**src/rtl/bus_fw_pkg.sv**
```systemverilog
package bus_fw_pkg;

  // Stored policy: quarantine at bit 4, format ceiling at [3:2], rights at [1:0]
  typedef struct packed {
    logic       quar;
    logic [1:0] fmt_max;
    logic [1:0] rights;
  } fw_rule_t;

  localparam int RULE_W = $bits(fw_rule_t);
  localparam logic [1:0] RESP_SLVERR = 2'b10;

  // Reserved bits set in a written word force quarantine (fail closed)
  function automatic fw_rule_t word_to_rule(input logic [31:0] w);
    fw_rule_t r;
    r.rights  = w[1:0];
    r.fmt_max = w[3:2];
    r.quar    = w[4] | (|w[31:5]);
    return r;
  endfunction

endpackage

```
**src/rtl/bus_fw_region_map.sv**
```systemverilog
module bus_fw_region_map #(
  parameter int SEL_W = 3,
  parameter int IW    = 2,
  parameter logic [(2**SEL_W)*(IW+1)-1:0] MAP = '0
) (
  input  logic [SEL_W-1:0] sel,
  output logic             hit,
  output logic [IW-1:0]    idx
);
  localparam int SLOTS = 2**SEL_W;
  localparam int EW    = IW + 1;

  logic [SLOTS-1:0]  slot_v;
  logic [IW-1:0]     slot_i [SLOTS];

  for (genvar k = 0; k < SLOTS; k++) begin : g_slot
    assign slot_v[k] = MAP[k*EW + IW];
    assign slot_i[k] = MAP[k*EW +: IW];
  end

  always_comb begin
    hit = slot_v[sel];
    idx = slot_i[sel];
  end
endmodule

```
**src/rtl/bus_fw_policy_store.sv**
```systemverilog
module bus_fw_policy_store
  import bus_fw_pkg::*;
#(
  parameter int DEPTH = 4,
  parameter int IW    = 2,
  parameter logic [RULE_W-1:0] RESET_RULE = 5'h0F
) (
  input  logic          clk,
  input  logic          rst_n,
  input  logic          cfg_hold,
  input  logic          cfg_we,
  input  logic [IW-1:0] cfg_idx,
  input  logic [31:0]   cfg_word,
  input  logic [IW-1:0] rd_idx,
  output fw_rule_t      rd_rule
);
  fw_rule_t [DEPTH-1:0] pol_q;
  fw_rule_t             new_rule;

  assign new_rule = word_to_rule(cfg_word);

  for (genvar i = 0; i < DEPTH; i++) begin : g_entry
    always_ff @(posedge clk) begin
      if (!rst_n)
        pol_q[i] <= fw_rule_t'(RESET_RULE);
      else if (cfg_hold && cfg_we && (int'(cfg_idx) == i))
        pol_q[i] <= new_rule;
    end
  end

  always_comb begin
    rd_rule = fw_rule_t'(RESET_RULE);
    for (int i = 0; i < DEPTH; i++)
      if (int'(rd_idx) == i) rd_rule = pol_q[i];
  end

  AST_STORE_FROZEN: assert property (@(posedge clk) disable iff (!rst_n)
    !cfg_hold |=> $stable(pol_q));
endmodule

```
**src/rtl/bus_fw_rule_check.sv**
```systemverilog
module bus_fw_rule_check
  import bus_fw_pkg::*;
(
  input  logic     hit,
  input  fw_rule_t rule,
  input  logic     is_write,
  input  logic [1:0] fmt,
  output logic     pass
);
  logic dir_ok;
  logic fmt_ok;

  always_comb begin
    dir_ok = is_write ? rule.rights[1] : rule.rights[0];
    fmt_ok = (fmt <= rule.fmt_max);
    pass   = hit && !rule.quar && dir_ok && fmt_ok;
  end
endmodule

```
**src/rtl/bus_fw_gate.sv**
```systemverilog
module bus_fw_gate
  import bus_fw_pkg::*;
#(
  parameter int AW        = 12,
  parameter int DW        = 32,
  parameter int SEL_W     = 3,
  parameter int POL_DEPTH = 4,
  localparam int IW       = $clog2(POL_DEPTH),
  parameter logic [(2**SEL_W)*(IW+1)-1:0] REGION_MAP =
    {3'b000, 3'b000, 3'b000, 3'b101, 3'b111, 3'b110, 3'b101, 3'b100},
  parameter logic [4:0] RESET_RULE = 5'h0F
) (
  input  logic          clk,
  input  logic          rst_n,
  input  logic          s_valid,
  output logic          s_ready,
  input  logic [AW-1:0] s_addr,
  input  logic          s_write,
  input  logic [1:0]    s_fmt,
  output logic          m_valid,
  input  logic          m_ready,
  output logic [AW-1:0] m_addr,
  output logic          m_write,
  output logic [1:0]    m_fmt,
  output logic          chk_pass,
  output logic          dny_valid,
  input  logic          dny_ready,
  output logic          dny_write,
  output logic [1:0]    dny_resp,
  output logic [DW-1:0] dny_rdata,
  input  logic          cfg_hold,
  input  logic          cfg_we,
  input  logic [IW-1:0] cfg_idx,
  input  logic [31:0]   cfg_word,
  output logic          attack
);
  logic          reg_hit;
  logic [IW-1:0] reg_idx;
  fw_rule_t      cur_rule;
  logic          deny_fire;

  bus_fw_region_map #(.SEL_W(SEL_W), .IW(IW), .MAP(REGION_MAP)) u_map (
    .sel (s_addr[AW-1 -: SEL_W]),
    .hit (reg_hit),
    .idx (reg_idx)
  );

  bus_fw_policy_store #(.DEPTH(POL_DEPTH), .IW(IW), .RESET_RULE(RESET_RULE)) u_store (
    .clk      (clk),
    .rst_n    (rst_n),
    .cfg_hold (cfg_hold),
    .cfg_we   (cfg_we),
    .cfg_idx  (cfg_idx),
    .cfg_word (cfg_word),
    .rd_idx   (reg_idx),
    .rd_rule  (cur_rule)
  );

  bus_fw_rule_check u_chk (
    .hit      (reg_hit),
    .rule     (cur_rule),
    .is_write (s_write),
    .fmt      (s_fmt),
    .pass     (chk_pass)
  );

  // Handshake gating: an update freezes both request handshakes
  always_comb begin
    s_ready   = !cfg_hold && (chk_pass ? m_ready : (!dny_valid || dny_ready));
    m_valid   = s_valid && chk_pass && !cfg_hold;
    m_addr    = s_addr;
    m_write   = s_write;
    m_fmt     = s_fmt;
    deny_fire = s_valid && s_ready && !chk_pass;
    dny_resp  = RESP_SLVERR;
    dny_rdata = '0;
  end

  always_ff @(posedge clk) begin
    if (!rst_n) begin
      dny_valid <= 1'b0;
      dny_write <= 1'b0;
      attack    <= 1'b0;
    end else begin
      attack <= deny_fire;
      if (deny_fire) begin
        dny_valid <= 1'b1;
        dny_write <= s_write;
      end else if (dny_ready) begin
        dny_valid <= 1'b0;
      end
    end
  end

  AST_PASS_FORWARDS: assert property (@(posedge clk) disable iff (!rst_n)
    (s_valid && chk_pass && !cfg_hold) |-> (m_valid && s_ready == m_ready));
  AST_QUAR_DENIES: assert property (@(posedge clk) disable iff (!rst_n)
    cur_rule.quar |-> !chk_pass);
  AST_DENY_NOT_FWD: assert property (@(posedge clk) disable iff (!rst_n)
    !chk_pass |-> !m_valid);
  AST_DNY_HELD: assert property (@(posedge clk) disable iff (!rst_n)
    (dny_valid && !dny_ready) |=> (dny_valid && $stable(dny_write)));
  AST_DNY_CODE: assert property (@(posedge clk) disable iff (!rst_n)
    dny_valid |-> (dny_resp == 2'b10 && dny_rdata == '0));
  AST_ATTACK_CAUSE: assert property (@(posedge clk) disable iff (!rst_n)
    attack |-> $past(s_valid && s_ready && !chk_pass));
  AST_HOLD_STALLS: assert property (@(posedge clk) disable iff (!rst_n)
    cfg_hold |-> (!m_valid && !s_ready));
endmodule

```
**config.mk**
```make
export PLATFORM = sky130hd
export DESIGN_NAME = bus_fw_gate
export DESIGN_NICKNAME = d
export VERILOG_FILES = /design/src/rtl/bus_fw_pkg.sv /design/src/rtl/bus_fw_region_map.sv /design/src/rtl/bus_fw_policy_store.sv /design/src/rtl/bus_fw_rule_check.sv /design/src/rtl/bus_fw_gate.sv
export SDC_FILE = /design/constraint.sdc
export NUM_CORES = 1
export LEC_CHECK = 0
export CAP_MARGIN = 20
export CORE_ASPECT_RATIO = 0.6
export CORE_MARGIN = 2
export CORE_UTILIZATION = 38
export DETAILED_ROUTE_END_ITERATION = 8
export GPL_ROUTABILITY_DRIVEN = 0
export GPL_TIMING_DRIVEN = 0
export PLACE_DENSITY = 0.95
export SETUP_SLACK_MARGIN = 0.3
export SLEW_MARGIN = 20
export SYNTH_ARGS = -nofsm -noshare
export SYNTH_HDL_FRONTEND = slang
export SYNTH_HIERARCHICAL = 1
export SYNTH_SLANG_ARGS = --single-unit
```
**constraint.sdc**
```tcl
create_clock -name clk -period 8.58 [get_ports clk]
set_input_delay 1.716 -clock clk [delete_from_list [all_inputs] [get_ports clk]]
set_output_delay 1.716 -clock clk [all_outputs]
set_load 0.01 [all_outputs]
```
==> results.yml, run 1 <==
global_route:
  antenna_found_initial: 0
  grt_pass1_vias: 1260
  grt-ovfl-total: 0
  grt_use_met2_pct: 28.9
  grt_most_used_layer: "met2"
  use_met3_pct: 5.98
  grt_pass1_wl_um: 5800
  track_usage_pct: 16.5
  met1_usage_pct: 20.0
  grt_max_degree: 13
job:
  maxCapViolCount: 0
synthesis:
  yosys_most_used_dff: "dfxtp_1"
  synth.distinct_cells: 32
  syn_avg_cell_area_um2: 8.93
  netlist_instances: 176
  synth_edf_count: 0
  async_flop_share_pct: 0
  synth_commonest_cells: "49 x buf_4, 31 x nand2_1, 23 x dfxtp_1, 12 x nand3_1, 6 x mux2i_1"
  ys_seq_elements: 23
  yosysWarningCount: 6
  synth_area_leader_cell: "dfxtp_1"
  synth_top_area_share_pct: 29.3
  synth.cell_area_um2: 1570
  yosys-top-cells-area: "dfxtp_1 29%, buf_4 23%, nand2_1 7.4%, mux4_2 7.2%, mux2i_1 3.8%"
  yosysMostFrequentCell: "buf_4"
  yosysSeqAreaShare_pct: 29.3
placed_design:
  dp.final_hpwl_um: 3220
  io_buffers: 67
sta:
  worstMarginPinSlew_ns: 0.641
  max_slew_margin_pct: 56.9
  rsz0062_at_grt: "false"
  min_period_over_period_pct: 79.1
  hold_viol_final: 0
  setup_viol: 0
  maxClockFrequency_mhz: 147
  clock_skew_ns: 0.00135
  fin_crit_ns: 6.79
  tns_ns: 0
  drv_slew: 0
power:
  p_leak_nw: 1.14
  fin_total_pwr_uw: 264
  pwr_density_cell_nw_per_um2: 107
  peakVddDrop_v: 0.0000439
route:
  viasPerCell: 4.48
  via_count: 1474
  drc: 0
  ant_nets: 0
  finalWirelength_um: 3820
  dr.pass1.iters: 4
  post_drt_wl_per_cell_um: 11.6
  drtIter0Drc: 115
worst_setup_path:
  cp_data_arrival_time_ns: 5.07
  cp_data_required_time_ns: 6.86
  critical_path_class: "input pin to primary output"
  critPathCaptureType: "primary output"
  crit_path_start_kind: "input pin"
  cp_max_fo: 5
die:
  die_h_um: 53.8
  fp.dieW_um: 87.0
  fp-row-count: 18
  fp.coreArea_um2: 4030
  die-area_um2: 4680
  num_io_pins: 111
  start_util_pct: 39.0
run_status:
  status: "finished, final reports clean"
layout:
  fin_util_pct: 61.3
  num_antenna_cells: 0
  num-fill-cells: 361
  area_delta_synth_final_pct: 57.2
  drive_above_1_share_pct: 24.7
  final_nets: 338
clock_tree:
  cts.sinks: 23
  clock_path_buffers: 2
  cts_buffers: 3
  clk_pin_slew_ns: 0.07
  cts.htree.levels: 1
  cts_tree: "yes"
  cts_resized: 0
  cts_setup_buffers: 0
  root_buffer: "clkbuf_8"
  clock_latency_ns: 0.26
  ctsHoldBuffers: 0
worst_hold_path:
  min_path_type: "flop to flop"
## registers in the layout, summed over array words and instances (netlist names)
name           flops
dny_valid          1
attack             1
dny_write          1
u_store/pol_q     20
## kinds of logic (layout without fill, tap and decap cells)
| group | after synthesis | in the layout | share of synthesized area (%) |
|---|---|---|---|
| AND/OR/NAND/NOR | 68 | 68 | 25.7 |
| buffers and inverters | 57 | 128 | 25.6 |
| flip-flops | 23 | 23 | 29.3 |
| AO/OA/AOI/OAI | 12 | 12 | 5.33 |
| multiplexers | 12 | 12 | 11.9 |
| adder cells (fa/ha/maj) | 2 | 2 | 1.59 |
| other | 2 | 34 | 0.478 |
## critical path: stages
cell and delay, ns:
clkdlybuf4s50_1 0.51, nor2b_1 0.50, mux4_2 0.41, inv_1 0.08, ha_1 0.23, nor2b_1 0.13, a2bb2oi_1 0.13, nor4b_2 0.51
nand2_1 0.10, o21a_1 0.13, nor2_1 0.07, clkdlybuf4s50_1 0.54
## power breakdown
group          internal (mW)  leakage (nW)  total (mW)  switching (mW)
clock                 0.0331        0.0228      0.0660          0.0328
combinational         0.0537         0.925      0.0861          0.0325
sequential             0.110         0.188       0.112         0.00187
## worst paths after layout
| check | startpoint | endpoint | slack, ns | cells after the start |
|---|---|---|---|---|
| min | dny_write | dny_write | 0.47 | 2 |
| min reg2reg | dny_write | dny_write | 0.47 | 2 |
| max reg2reg | u_store/pol_q[18] | attack | 6.27 | 8 |
| max | s_addr[10] | s_ready | 1.79 | 12 |
## per-stage QoR
stage	hold WS [ns]	worst slack (ns)	area, um^2	std cells
after floorplan	0.435	2.91	1690	208
after global placement	0.448	1.77	2420	325
after detailed placement	0.456	1.76	2420	325
after CTS	0.471	1.74	2470	329
after global routing	0.498	1.56	2470	329
final	0.467	1.79	2470	329
## cells in the final DEF, fill, tap and decap left out, types with 2 or more instances in the layout
cell,count
clkdlybuf4s50_1,67
buf_4,49
conb_1,34
nand2_1,31
dfxtp_1,23
nand3_1,12
mux2i_1,6
mux4_2,5
nor4_1,5
buf_2,4
o21ai_1,4
a41oi_1,4
clkbuf_8,3
clkbuf_1,3
o21a_1,2
nor2_1,2
inv_1,2
nor2b_1,2
ha_1,2
and4b_1,2
nand4b_1,2
and4_1,2
or4_4,2
## area by class of cell
class	instances	area, um^2	area share, %
clock buffers	4	45.0	1.82
plain buffers	55	395	16.0
inverters	2	7.51	0.304
well taps	50	62.6	2.53
flip-flops and latches	23	460	18.6
multi-input cells	128	828	33.5
repair buffers	67	671	27.2
## per-layer routing
| metal | wire, um | vias up |
|---|---|---|
| met5 | 0 | - |
| met4 | 42 | 0 |
| met3 | 429 | 8 |
| met2 | 1830 | 76 |
| met1 | 1520 | 654 |
| li1 | - | 736 |
Note: power is estimated with default switching activity, not from simulation.
==> run 2, diff against run 1 <==
--- a/config.mk
+++ b/config.mk
@@ -8,11 +8,11 @@
 export CAP_MARGIN = 20
 export CORE_ASPECT_RATIO = 0.6
 export CORE_MARGIN = 2
-export CORE_UTILIZATION = 38
+export CORE_UTILIZATION = 32
 export DETAILED_ROUTE_END_ITERATION = 8
 export GPL_ROUTABILITY_DRIVEN = 0
 export GPL_TIMING_DRIVEN = 0
-export PLACE_DENSITY = 0.95
+export PLACE_DENSITY = 0.87
 export SETUP_SLACK_MARGIN = 0.3
 export SLEW_MARGIN = 20
 export SYNTH_ARGS = -nofsm -noshare
==> constraint.sdc (replaced) <==
create_clock -name clk -period 5.5 [get_ports clk]
set_input_delay 1.1 -clock clk [delete_from_list [all_inputs] [get_ports clk]]
set_output_delay 1.1 -clock clk [all_outputs]
set_load 0.01 [all_outputs]
==> results.yml, run 2 (synthesis gave the netlist of run 1 again) <==
placed_design:
  pre_cts_slack_ns: -0.198
  placed_area_um2: 2440
  dp.final_hpwl_um: 3240
  place_inst: 338
  io_buffers: 67
worst_setup_path:
  r2r_slack_ns: 3.28
  critPathMaxStageDelay_ns: 0.52
  cp_data_arrival_time_ns: 3.88
  crit_path_start_kind: "input pin"
  crit_start: "s_addr[10]"
  reg2reg_to: "dny_write"
  critPathCaptureType: "primary output"
  cp_data_required_time_ns: 4.40
  r2r_start: "u_store/pol_q[18]"
  worst-r2r-cell-count: 9
  slowest_stage: "clkdlybuf4s50_1"
  cp_max_fo: 4
  critical_path_class: "input pin to primary output"
  worstPathCellList: "clkdlybuf4s50_1 > nor2_1 > mux2_4 > mux4_2 > inv_1 > ha_1 > nor2b_1 > a2bb2oi_1 > nor4b_4 > buf_4 > and3b_1 > dlygate4sd2_1"
global_route:
  grt_max_degree: 14
  track_usage_pct: 14.1
  grt_pass1_wl_um: 5930
  antenna_found_initial: 0
  grt-ovfl-total: 0
  grt_pass1_vias: 1321
clock_tree:
  cts_buffers: 3
  cts.htree.levels: 1
  root_buffer: "clkbuf_8"
  clock_latency_ns: 0.27
  cts_tree: "yes"
  ctsHoldBuffers: 0
  clock_path_buffers: 2
  clk_pin_slew_ns: 0.08
  cts.sinks: 23
sta:
  tns_ns: 0
  worstMarginPinSlew_ns: 0.734
  worst_slack_ns: 0.522
  maxClockFrequency_mhz: 201
  setup_viol: 0
  rsz0062_at_grt: "false"
  fin_crit_ns: 4.98
  clock_skew_ns: 0.00549
  hold_viol_final: 0
  max_slew_margin_pct: 50.6
  min_period_over_period_pct: 90.5
  drv_slew: 0
die:
  num_io_pins: 111
  die-area_um2: 5510
  fp-row-count: 19
  fp.dieW_um: 94.5
  start_util_pct: 33.7
  die_h_um: 58.3
  fp.coreArea_um2: 4660
layout:
  area_delta_synth_final_pct: 60.7
  drive_above_1_share_pct: 27.1
  final_common_cell: "clkdlybuf4s50_1"
  final_nets: 343
  regMostFlops: "u_store/pol_q"
  num_antenna_cells: 0
  layout_common_cells: "62 x clkdlybuf4s50_1, 54 x buf_4, 34 x conb_1"
  largest_reg_flops: 20
  design_area_um2: 2530
  num-fill-cells: 428
  stdcell_count: 347
route:
  drtIter0Drc: 66
  viasPerCell: 4.30
  drc: 0
  dr.pass1.iters: 4
  via_count: 1492
  finalWirelength_um: 3890
  ant_nets: 0
  post_drt_wl_per_cell_um: 11.2
power:
  fin_total_pwr_uw: 421
  peakVddDrop_v: 0.0000794
  p_leak_nw: 1.18
  pwr_density_cell_nw_per_um2: 167
job:
  maxCapViolCount: 0
worst_hold_path:
  min_path_type: "flop to flop"
  min_to: "dny_write"
  whs_path_depth: 2
  min-delay-start: "dny_write"
run_status:
  status: "finished, final reports clean"
-- run 2: cell types whose count changed in the layout (fill, tap and decap cells not counted), sizes merged --
cell / before / now
clkinv: 0 / 1
clkdlybuf4s50: 67 / 62
dlygate4sd2: 0 / 4
buf: 53 / 58
-- run 2: through the flow --
| stage | util, % | hold WS (ns) |
|---|---|---|
| finish | 54.2 | 0.471 |
| global route | 54.2 | 0.493 |
| CTS | 53.8 | 0.475 |
| detailed placement | 52.4 | 0.455 |
| global placement | 52.4 | 0.446 |
| floorplan | - | 0.435 |
-- run 2: routing by layer --
layer  routed length, um  up-vias  share of wire (%)  track usage (%)
li1                    -      754                  -                -
met1                1590      656                 41             16.8
met3                 427        5                 11             4.68
met4                  40        0                1.0             4.35
met5                   0        -                  0                0
met2                1840       77                 47             24.5
-- run 2: repair_timing --
item,in CTS,in global routing
pin swaps,1,1
buffers inserted,2,3
resized for setup,7,2
endpoints found under the setup margin,3,2
-- run 2: report_power, final --
group | total [mW] | internal (mW) | switching, mW
Combinational | 0.140 | 0.0873 | 0.0527
Sequential | 0.175 | 0.172 | 0.00284
Clock | 0.106 | 0.0507 | 0.0552
Total | 0.421 | 0.310 | 0.111
-- run 2: worst max-delay path by stage --
stage,slack (ns),cells past startpoint,endpoint
finish,0.52,12,m_valid
global route,0.33,14,s_ready
CTS,0.26,14,s_ready
detailed placement,-0.20,12,s_ready
global placement,-0.1,12,s_ready
floorplan,1.06,11,s_ready
-- run 2: critical path, delay by kind of cell --
family                   cells  cell delay (ns)
adder cells (fa/ha/maj)      1             0.23
multiplexers                 2             0.74
AO/OA/AOI/OAI                1             0.15
AND/OR/NAND/NOR              4             0.63
buffers and inverters        4             1.02
-- run 2: area by class of cell --
class | instances | area [um^2] | area share (%)
Timing Repair Buffer | 72 | 698 | 27.6
Inverter | 2 | 7.51 | 0.297
Clock inverter | 1 | 5.00 | 0.198
Multi-Input combinational cell | 128 | 840 | 33.2
Tap cell | 63 | 78.8 | 3.12
Sequential cell | 23 | 460 | 18.2
Clock buffer | 3 | 41.3 | 1.63
Buffer | 55 | 395 | 15.7
